<file path="config.mk">
export PLATFORM = sky130hd
export DESIGN_NAME = pll_seq_top
export DESIGN_NICKNAME = d
export VERILOG_FILES = /design/src/rtl/pll_seq_pkg.sv /design/src/rtl/pll_seq_wait.sv /design/src/rtl/pll_seq_word.sv /design/src/rtl/pll_seq_fsm.sv /design/src/rtl/pll_seq_top.sv
export SDC_FILE = /design/constraint.sdc
export NUM_CORES = 1
export LEC_CHECK = 0
export ABC_AREA = 0
export BUFFER_PORTS_ARGS = -buffer_cell sky130_fd_sc_hd__buf_2
export CORE_AREA = 3 3 125 127
export CTS_BUF_LIST = sky130_fd_sc_hd__clkbuf_8
export CTS_CLUSTER_SIZE = 20
export DETAILED_ROUTE_END_ITERATION = 8
export DIE_AREA = 0 0 128 130
export PLACE_DENSITY = 0.7
export SYNTH_ARGS = -nofsm -noshare
export SYNTH_HDL_FRONTEND = slang
export SYNTH_SLANG_ARGS = --single-unit
export TNS_END_PERCENT = 30
</file>
<file path="constraint.sdc">
create_clock -name clk -period 2.8 [get_ports clk]
set_input_delay 0.56 -clock clk [delete_from_list [all_inputs] [get_ports clk]]
set_output_delay 0.56 -clock clk [all_outputs]
set_load 0.02 [all_outputs]
</file>
<file path="src/rtl/pll_seq_pkg.sv">
package pll_seq_pkg;
    typedef enum logic [3:0] {
        S_IDLE,
        S_R10,
        S_R4_RST,
        S_R2_A,
        S_R1_A,
        S_R0_A,
        S_R4_RUN,
        S_SETTLE,
        S_R0_CAL,
        S_R4_TGT,
        S_R2_TGT,
        S_R1_TGT,
        S_R0_TGT
    } seq_state_e;
endpackage

</file>
<file path="src/rtl/pll_seq_wait.sv">
module pll_seq_wait #(
    parameter int SYNC_STAGES = 2,
    parameter int WAIT_EDGES  = 17,
    localparam int CNT_W      = $clog2(WAIT_EDGES + 1)
) (
    input  logic             clk,
    input  logic             rst_n,
    input  logic             tick_i,
    input  logic             en_i,
    output logic             settled_o,
    output logic [CNT_W-1:0] cnt_o
);
    logic [SYNC_STAGES-1:0] sync_q;
    logic                   prev_q;
    logic                   edge_w;
    logic [CNT_W-1:0]       cnt_q;

    generate
        for (genvar i = 0; i < SYNC_STAGES; i++) begin : g_sync
            if (i == 0) begin : g_first
                always_ff @(posedge clk or negedge rst_n) begin
                    if (!rst_n) sync_q[0] <= 1'b0;
                    else        sync_q[0] <= tick_i;
                end
            end else begin : g_next
                always_ff @(posedge clk or negedge rst_n) begin
                    if (!rst_n) sync_q[i] <= 1'b0;
                    else        sync_q[i] <= sync_q[i-1];
                end
            end
        end
    endgenerate

    always_ff @(posedge clk or negedge rst_n) begin
        if (!rst_n) prev_q <= 1'b0;
        else        prev_q <= sync_q[SYNC_STAGES-1];
    end

    assign edge_w = sync_q[SYNC_STAGES-1] & ~prev_q;

    always_ff @(posedge clk or negedge rst_n) begin
        if (!rst_n)                                       cnt_q <= '0;
        else if (!en_i)                                   cnt_q <= '0;
        else if (edge_w && cnt_q != CNT_W'(WAIT_EDGES))   cnt_q <= cnt_q + 1'b1;
    end

    assign settled_o = (cnt_q == CNT_W'(WAIT_EDGES));
    assign cnt_o     = cnt_q;
endmodule

</file>
<file path="src/rtl/pll_seq_word.sv">
module pll_seq_word
    import pll_seq_pkg::*;
#(
    parameter int DATA_W  = 32,
    parameter int RST_BIT = 4,
    parameter int CAL_BIT = 21
) (
    input  seq_state_e        state_i,
    input  logic              hi_i,
    input  logic [DATA_W-1:0] r10_i,
    input  logic [DATA_W-1:0] half_r0_i,
    input  logic [DATA_W-1:0] half_r1_i,
    input  logic [DATA_W-1:0] half_r2_i,
    input  logic [DATA_W-1:0] half_r4_i,
    input  logic [DATA_W-1:0] tgt_r0_i,
    input  logic [DATA_W-1:0] tgt_r1_i,
    input  logic [DATA_W-1:0] tgt_r2_i,
    input  logic [DATA_W-1:0] tgt_r4_i,
    output logic [DATA_W-1:0] word_o
);
    logic [DATA_W-1:0] ph_r0, ph_r1, ph_r2, ph_r4;

    assign ph_r0 = hi_i ? half_r0_i : tgt_r0_i;
    assign ph_r1 = hi_i ? half_r1_i : tgt_r1_i;
    assign ph_r2 = hi_i ? half_r2_i : tgt_r2_i;
    assign ph_r4 = hi_i ? half_r4_i : tgt_r4_i;

    always_comb begin
        word_o = '0;
        unique case (state_i)
            S_R10:    word_o = r10_i;
            S_R4_RST: begin word_o = ph_r4; word_o[RST_BIT] = 1'b1; end
            S_R2_A:   word_o = ph_r2;
            S_R1_A:   word_o = ph_r1;
            S_R0_A:   begin word_o = ph_r0; word_o[CAL_BIT] = 1'b0; end
            S_R4_RUN: begin word_o = ph_r4; word_o[RST_BIT] = 1'b0; end
            S_R0_CAL: begin word_o = ph_r0; word_o[CAL_BIT] = 1'b1; end
            S_R4_TGT: begin word_o = tgt_r4_i; word_o[RST_BIT] = 1'b0; end
            S_R2_TGT: word_o = tgt_r2_i;
            S_R1_TGT: word_o = tgt_r1_i;
            S_R0_TGT: begin word_o = tgt_r0_i; word_o[CAL_BIT] = 1'b0; end
            default:  word_o = '0;
        endcase
    end
endmodule

</file>
<file path="src/rtl/pll_seq_fsm.sv">
module pll_seq_fsm
    import pll_seq_pkg::*;
(
    input  logic       clk,
    input  logic       rst_n,
    input  logic       start_i,
    input  logic       mode_hi_i,
    input  logic       ack_i,
    input  logic       settled_i,
    output seq_state_e state_o,
    output logic       hi_o,
    output logic       vld_o,
    output logic       busy_o,
    output logic       settle_en_o,
    output logic       done_o
);
    seq_state_e state_q, state_d;
    logic       hi_q, done_q, last_ack;

    always_ff @(posedge clk or negedge rst_n) begin
        if (!rst_n) begin
            state_q <= S_IDLE;
            hi_q    <= 1'b0;
        end else begin
            state_q <= state_d;
            if (state_q == S_IDLE && start_i) hi_q <= mode_hi_i;
        end
    end

    always_comb begin
        state_d = state_q;
        unique case (state_q)
            S_IDLE:   if (start_i)   state_d = S_R10;
            S_R10:    if (ack_i)     state_d = S_R4_RST;
            S_R4_RST: if (ack_i)     state_d = S_R2_A;
            S_R2_A:   if (ack_i)     state_d = S_R1_A;
            S_R1_A:   if (ack_i)     state_d = S_R0_A;
            S_R0_A:   if (ack_i)     state_d = S_R4_RUN;
            S_R4_RUN: if (ack_i)     state_d = S_SETTLE;
            S_SETTLE: if (settled_i) state_d = S_R0_CAL;
            S_R0_CAL: if (ack_i)     state_d = hi_q ? S_R4_TGT : S_IDLE;
            S_R4_TGT: if (ack_i)     state_d = S_R2_TGT;
            S_R2_TGT: if (ack_i)     state_d = S_R1_TGT;
            S_R1_TGT: if (ack_i)     state_d = S_R0_TGT;
            S_R0_TGT: if (ack_i)     state_d = S_IDLE;
            default:                 state_d = S_IDLE;
        endcase
    end

    always_comb begin
        busy_o      = (state_q != S_IDLE);
        settle_en_o = (state_q == S_SETTLE);
        vld_o       = busy_o && !settle_en_o;
        last_ack    = ack_i && ((state_q == S_R0_CAL && !hi_q) || state_q == S_R0_TGT);
    end

    always_ff @(posedge clk or negedge rst_n) begin
        if (!rst_n) done_q <= 1'b0;
        else        done_q <= last_ack;
    end

    assign state_o = state_q;
    assign hi_o    = hi_q;
    assign done_o  = done_q;
endmodule

</file>
<file path="src/rtl/pll_seq_top.sv">
module pll_seq_top
    import pll_seq_pkg::*;
#(
    parameter int DATA_W      = 32,
    parameter int WAIT_EDGES  = 17,
    parameter int SYNC_STAGES = 2,
    parameter int RST_BIT     = 4,
    parameter int CAL_BIT     = 21,
    localparam int CNT_W      = $clog2(WAIT_EDGES + 1)
) (
    input  logic              clk,
    input  logic              rst_n,
    input  logic              start_i,
    input  logic              mode_hi_i,
    input  logic [DATA_W-1:0] r10_i,
    input  logic [DATA_W-1:0] half_r0_i,
    input  logic [DATA_W-1:0] half_r1_i,
    input  logic [DATA_W-1:0] half_r2_i,
    input  logic [DATA_W-1:0] half_r4_i,
    input  logic [DATA_W-1:0] tgt_r0_i,
    input  logic [DATA_W-1:0] tgt_r1_i,
    input  logic [DATA_W-1:0] tgt_r2_i,
    input  logic [DATA_W-1:0] tgt_r4_i,
    input  logic              adc_tick_i,
    input  logic              word_ack_i,
    output logic [DATA_W-1:0] word_o,
    output logic              word_vld_o,
    output logic              busy_o,
    output logic              done_o
);
    seq_state_e       state_w;
    logic             hi_w, settled_w, settle_en_w, vld_w;
    logic [CNT_W-1:0] wait_cnt;

    pll_seq_fsm u_fsm (
        .clk         (clk),
        .rst_n       (rst_n),
        .start_i     (start_i),
        .mode_hi_i   (mode_hi_i),
        .ack_i       (word_ack_i && vld_w),
        .settled_i   (settled_w),
        .state_o     (state_w),
        .hi_o        (hi_w),
        .vld_o       (vld_w),
        .busy_o      (busy_o),
        .settle_en_o (settle_en_w),
        .done_o      (done_o)
    );

    pll_seq_wait #(.SYNC_STAGES(SYNC_STAGES), .WAIT_EDGES(WAIT_EDGES)) u_wait (
        .clk       (clk),
        .rst_n     (rst_n),
        .tick_i    (adc_tick_i),
        .en_i      (settle_en_w),
        .settled_o (settled_w),
        .cnt_o     (wait_cnt)
    );

    pll_seq_word #(.DATA_W(DATA_W), .RST_BIT(RST_BIT), .CAL_BIT(CAL_BIT)) u_word (
        .state_i   (state_w),
        .hi_i      (hi_w),
        .r10_i     (r10_i),
        .half_r0_i (half_r0_i),
        .half_r1_i (half_r1_i),
        .half_r2_i (half_r2_i),
        .half_r4_i (half_r4_i),
        .tgt_r0_i  (tgt_r0_i),
        .tgt_r1_i  (tgt_r1_i),
        .tgt_r2_i  (tgt_r2_i),
        .tgt_r4_i  (tgt_r4_i),
        .word_o    (word_o)
    );

    assign word_vld_o = vld_w;
endmodule

</file>
# After elaboration in Yosys (flattened, before gate mapping)
# Index checks and enable logic that the tools add are counted.
# word_totals
input_bits,294
regBits,14
elab_cells,72
out_inout_bits,35
# op_classes
n_mux,22
addsub,1
n_bitwise,2
eq_ne,28
reduce_logical,12
# ops
op,count
$pmux 32 s11,1
$mux 32,4
$mux 4,14
$pmux 4 s13,1
$ne 2x1->1 const B,11
$eq 4x4->1 const B,5
$eq 4x3->1 const B,4
$reduce_and 13->1,1
$mux 5,2
$eq 4x2->1 const B,2
$logic_and 1x1->1,6
$ne 2x2->1 const B,3
$add 5x1->5 const B,1
$eq 5x5->1 const B,1
$ne 5x5->1 const B,1
$eq 4x1->1 const B,1
$logic_not 4->1,1
$reduce_bool 4->1,1
$logic_not 1->1,2
$and 1x1->1,1
$logic_or 1x1->1,1
$not 1->1,1

# Depth between registers and ports, before layout
# logic_depth
ltp_word,6
depth_mapped,8
depth_no_buf,6

# Cells and area by module
# From an unflattened synthesis, not the netlist that was laid out.
# hier_totals
hier_cells,480
hier_area_um2,3971.3
# by_module_without_submodules
mod,area_per_inst_um2,instances,cells_per_inst
pll_seq_word,3170.5,1,399
pll_seq_fsm,427.9,1,48
pll_seq_wait,366.6,1,32
pll_seq_top,6.3,1,1

# Worst setup path after synthesis
# No wires, ideal clock.
# synth_path
path_kind,flip-flop to output port
from,"register u_fsm.hi_q, in the netlist u_fsm.hi_o"
to,output port word_o[20]
arrival_ns,1.806
path_buffers,3
stages_incl_launch_ff,8
required_time_ns,2.240
setup_slack_ns,0.434
path_cell_list,dfrtp_1 -> buf_4 -> buf_2 -> buf_2 -> mux2i_1 -> o22ai_1 -> a221oi_1 -> o2111ai_1
# synth_via
elab_chain_cells,2
word_cells_on_any_way,5
cone_classes,5 x mux
# synth_rtl
element,line,rtl
from (decl),pll_seq_fsm.sv:18,"logic hi_q, done_q, last_ack;"
from (signal assigned),pll_seq_fsm.sv:26,if (state_q == S_IDLE && start_i) hi_q <= mode_hi_i;
"$mux 32, on equally long branches",-,
$pmux 32 s11 (*),pll_seq_word.sv:30,unique case (state_i)
to (decl),pll_seq_top.sv:26,"output logic [DATA_W-1:0] word_o,"
# Mark *: on every way between the ends. The rest lies on a longest branch, timed or not.

# Final worst setup path
# layout_path
from,"register u_fsm.state_q[1], in the netlist u_fsm.state_o[1]"
to,output port word_o[21]
# layout_via
elab_chain_cells,2
word_cells_on_any_way,12
cone_classes,11 x eq/ne; 1 x mux
# layout_rtl
element,line,rtl
from (decl),pll_seq_fsm.sv:17,"seq_state_e state_q, state_d;"
from (signal assigned),pll_seq_fsm.sv:25,state_q <= state_d;
"$eq 4x4->1, or another cell as far along",pll_seq_word.sv:30,
$pmux 32 s11 (*),pll_seq_word.sv:30,
# Marked as above.

==> flow_summary.toml <==
[outcome]
status = "complete, no violations"

[die]
core_area_sq_um = 14500
io_pins = 329
start_util_pct = 27.3
dieWidth_um = 128
fp.dieH_um = 130
die_area_sq_um = 16600
std_cell_rows = 44

[setup_path]
path_class = "flip-flop to output pin"
crit_fanout = 11
startpoint = "u_fsm.state_o[1]$_DFFE_PN0P_"
required_ns = 2.24
r2r_start = "u_fsm.state_o[1]$_DFFE_PN0P_"
crit_path_start_kind = "flip-flop"
end_kind = "output pin"
worstPathArrival_ns = 2.23

[final_layout]
final_nets = 1145
area_growth_pct = 60.6
fillers = 1500
layout_commonest_cell = "buf_2"
layout_common_cells = "buf_2 (318), mux2i_1 (72), buf_4 (61)"
fin_util_pct = 43.8
drive_gt1_share_pct = 53.1

[global_routing]
antenna_found_initial = 7
grt_pass1_wl_um = 32500
grt_start_max_net_pins = 32
grt_use_total_pct = 25.2
grt_pass1_vias = 5856
grt_overflow = 0

[clocking]
cts_max_path_buffers = 2
cts.sinks = 14
cts_root_buffer = "clkbuf_8"
htree_levels = 1
cts_hold_buf = 0
cts_buffers = 3
cts_tree = "built"
path_clk_slew_ns = 0.06
clk_latency_ns = 0.24

[synth]
synth-edff-count = 0
yosys_register_bits = 14
yosys.area_share.adder_pct = 0.883
yosys_most_used_dff = "dfrtp_1"
synth_area_sq_um = 3970
synthCells = 506
synth-simple-area-share_pct = 20.1
synth_compound_area_share_pct = 37.4
synth-xor-area-share_pct = 0.883
synth_top_family_by_area = "compound AO/OA/AOI/OAI gates"
synth.avg_cell_area_sq_um = 7.84
synth-async-reset-ratio_pct = 100
muxShareOfSynthArea_pct = 23.3
yosys_warnings = 0
syn_nets = 802
ys_seq_area_share_pct = 8.83
synth.distinct_cells = 67

[timing]
slew_headroom_pct = 56.5
finalHoldViolations = 0
fin_crit_ns = 2.79
fmax_ghz = 0.359
rsz0062_at_grt = "true"
period_share_pct = 99.5
final_max_slew_viol_count = 0
worst_pin_slew_ns = 0.644
finalClockSkew_ns = 0.00105
setup_tns_ns = 0
setup_viol = 0

[detailed_routing]
via_count = 6039
antenna_left = 0
drt_iter0_drc = 514
dr.pass1.iters = 6
via_per_inst = 5.81
wirelength_um = 23500
route.detailed.drc = 0
routedWlPerCell_um = 22.6

[power]
peakVddDrop_mv = 0.483
power.density_nw_per_um2 = 1020
leakage_nw = 3.08
power.total_mw = 6.50

[worst_hold_path]
hold_class = "input port to asynchronous set/reset pin"

[placement]
place.gp.congestion = 0.889
portBuffers = 324
dp_hpwl_um = 19100

[job]
drv_cap = 0
[sequential cells by signal, indices dropped and copies added (netlist names)]
name,count
u_fsm.done_o,1
u_fsm.hi_o,1
u_fsm.state_o,4
u_wait.cnt_o,5
u_wait.prev_q,1
u_wait.sync_q,2
[synth_stat cells (3+ instances only)]
cell       number  area (sq um)
a222oi_1        9          90.1
a2bb2oi_1       3          26.3
o221ai_1        5          43.8
nand3_1        13          65.1
a21oi_1        19          95.1
nor2b_1        11          68.8
or4_1           5          37.5
nor2_1         19          71.3
dfrtp_1        14           350
buf_4           7          52.6
buf_2          34           170
a22oi_1        24           180
o31ai_1         3          22.5
a221oi_1       14           123
a32o_1          6          60.1
nand3b_1        4          30.0
mux2i_1        72           721
nor3_1          6          30.0
nand2b_1        6          37.5
a22o_1         20           175
mux2_2         17           191
and3b_1         5          43.8
o22ai_1        27           169
nand4_1         9          56.3
clkbuf_1       12          45.0
inv_1          10          37.5
nand2_1        34           128
o2111ai_1       5          43.8
o2bb2ai_1       6          52.6
nor4bb_1        3          30.0
o21ai_0        12          60.1
o211ai_2        3          37.5
a32oi_1         7          61.3
and2_1          8          50.1
a211oi_1        9          67.6
buf_6           3          33.8
[worst max-delay path: stages (launching register included)]
cell and delay (ns):
dfrtp_2 0.49, buf_4 0.21, or4b_1 0.56, buf_6 0.17, o22ai_1 0.17, a21oi_1 0.09, nand3_1 0.10, buf_2 0.17
[routing by layer]
metal	global-route usage (%)	wire, um
met4	9.49	647
met1	32.0	9330
met3	4.13	2110
met5	0	11
met2	42.9	11300
[final timing paths]
| check | endpoint | slack, ns | depth (start not counted) |
|---|---|---|---|
| worst max-delay path | word_o[21] | 0.01 | 7 |
| worst min-delay path | u_wait.sync_q[0]$_DFF_PN0_ | 0.20 | 1 |
| worst max register to register | u_fsm.state_o[0]$_DFFE_PN0P_ | 0.38 | 7 |
| worst min register to register | u_wait.sync_q[1]$_DFF_PN0_ | 0.35 | 0 |
| max in group asynchronous | u_fsm.hi_o$_DFFE_PN0P_ | 2.33 | 1 |
| min in group clk | u_wait.sync_q[1]$_DFF_PN0_ | 0.35 | 0 |
[where the power goes]
part / internal [mW] / switching [mW] / leakage, nW
clock network: 0.124 / 0.0718 / 0.0288
registers: 0.253 / 0.103 / 0.175
logic: 2.56 / 3.39 / 2.88
[kinds of logic (layout without fill, tap and decap cells)]
group | count (synthesis) | after routing
muxes | 90 | 90
DFF | 14 | 14
adders and majority gates | 3 | 3
and+or+nand+nor | 138 | 138
buffers and inverters | 67 | 409
other | 0 | 7
xor gates and xnor gates | 4 | 4
AOI/OAI and AO/OA | 190 | 190
[cell type report]
| type | instances | area (sq um) | area share, % |
|---|---|---|---|
| Antenna cell | 7 | 17.5 | 0.275 |
| Sequential cell | 14 | 359 | 5.64 |
| Multi-Input combinational cell | 425 | 3390 | 53.2 |
| Inverter | 11 | 41.3 | 0.648 |
| Tap cell | 184 | 230 | 3.61 |
| Timing Repair Buffer | 394 | 2280 | 35.7 |
| Clock buffer | 4 | 55.1 | 0.864 |
[timing repair]
action	CTS	global route
endpoints found under the setup margin	17	23
pin swaps	2	4
setup buffers	3	10
gates resized for setup	4	27
[through the flow]
stage	cell area [sq um]	cells	setup WS (ns)	hold WS, ns
6_report	6370	1039	0.0138	0.202
3_3_place_gp	6060	1015	0.132	0.333
2_1_floorplan	3970	506	0.434	0.264
3_5_place_dp	6060	1015	0.146	0.340
5_1_grt	6370	1038	-0.0454	0.228
4_1_cts	6150	1022	0.00387	0.209
No activity file was read; power rests on OpenSTA's default activity.
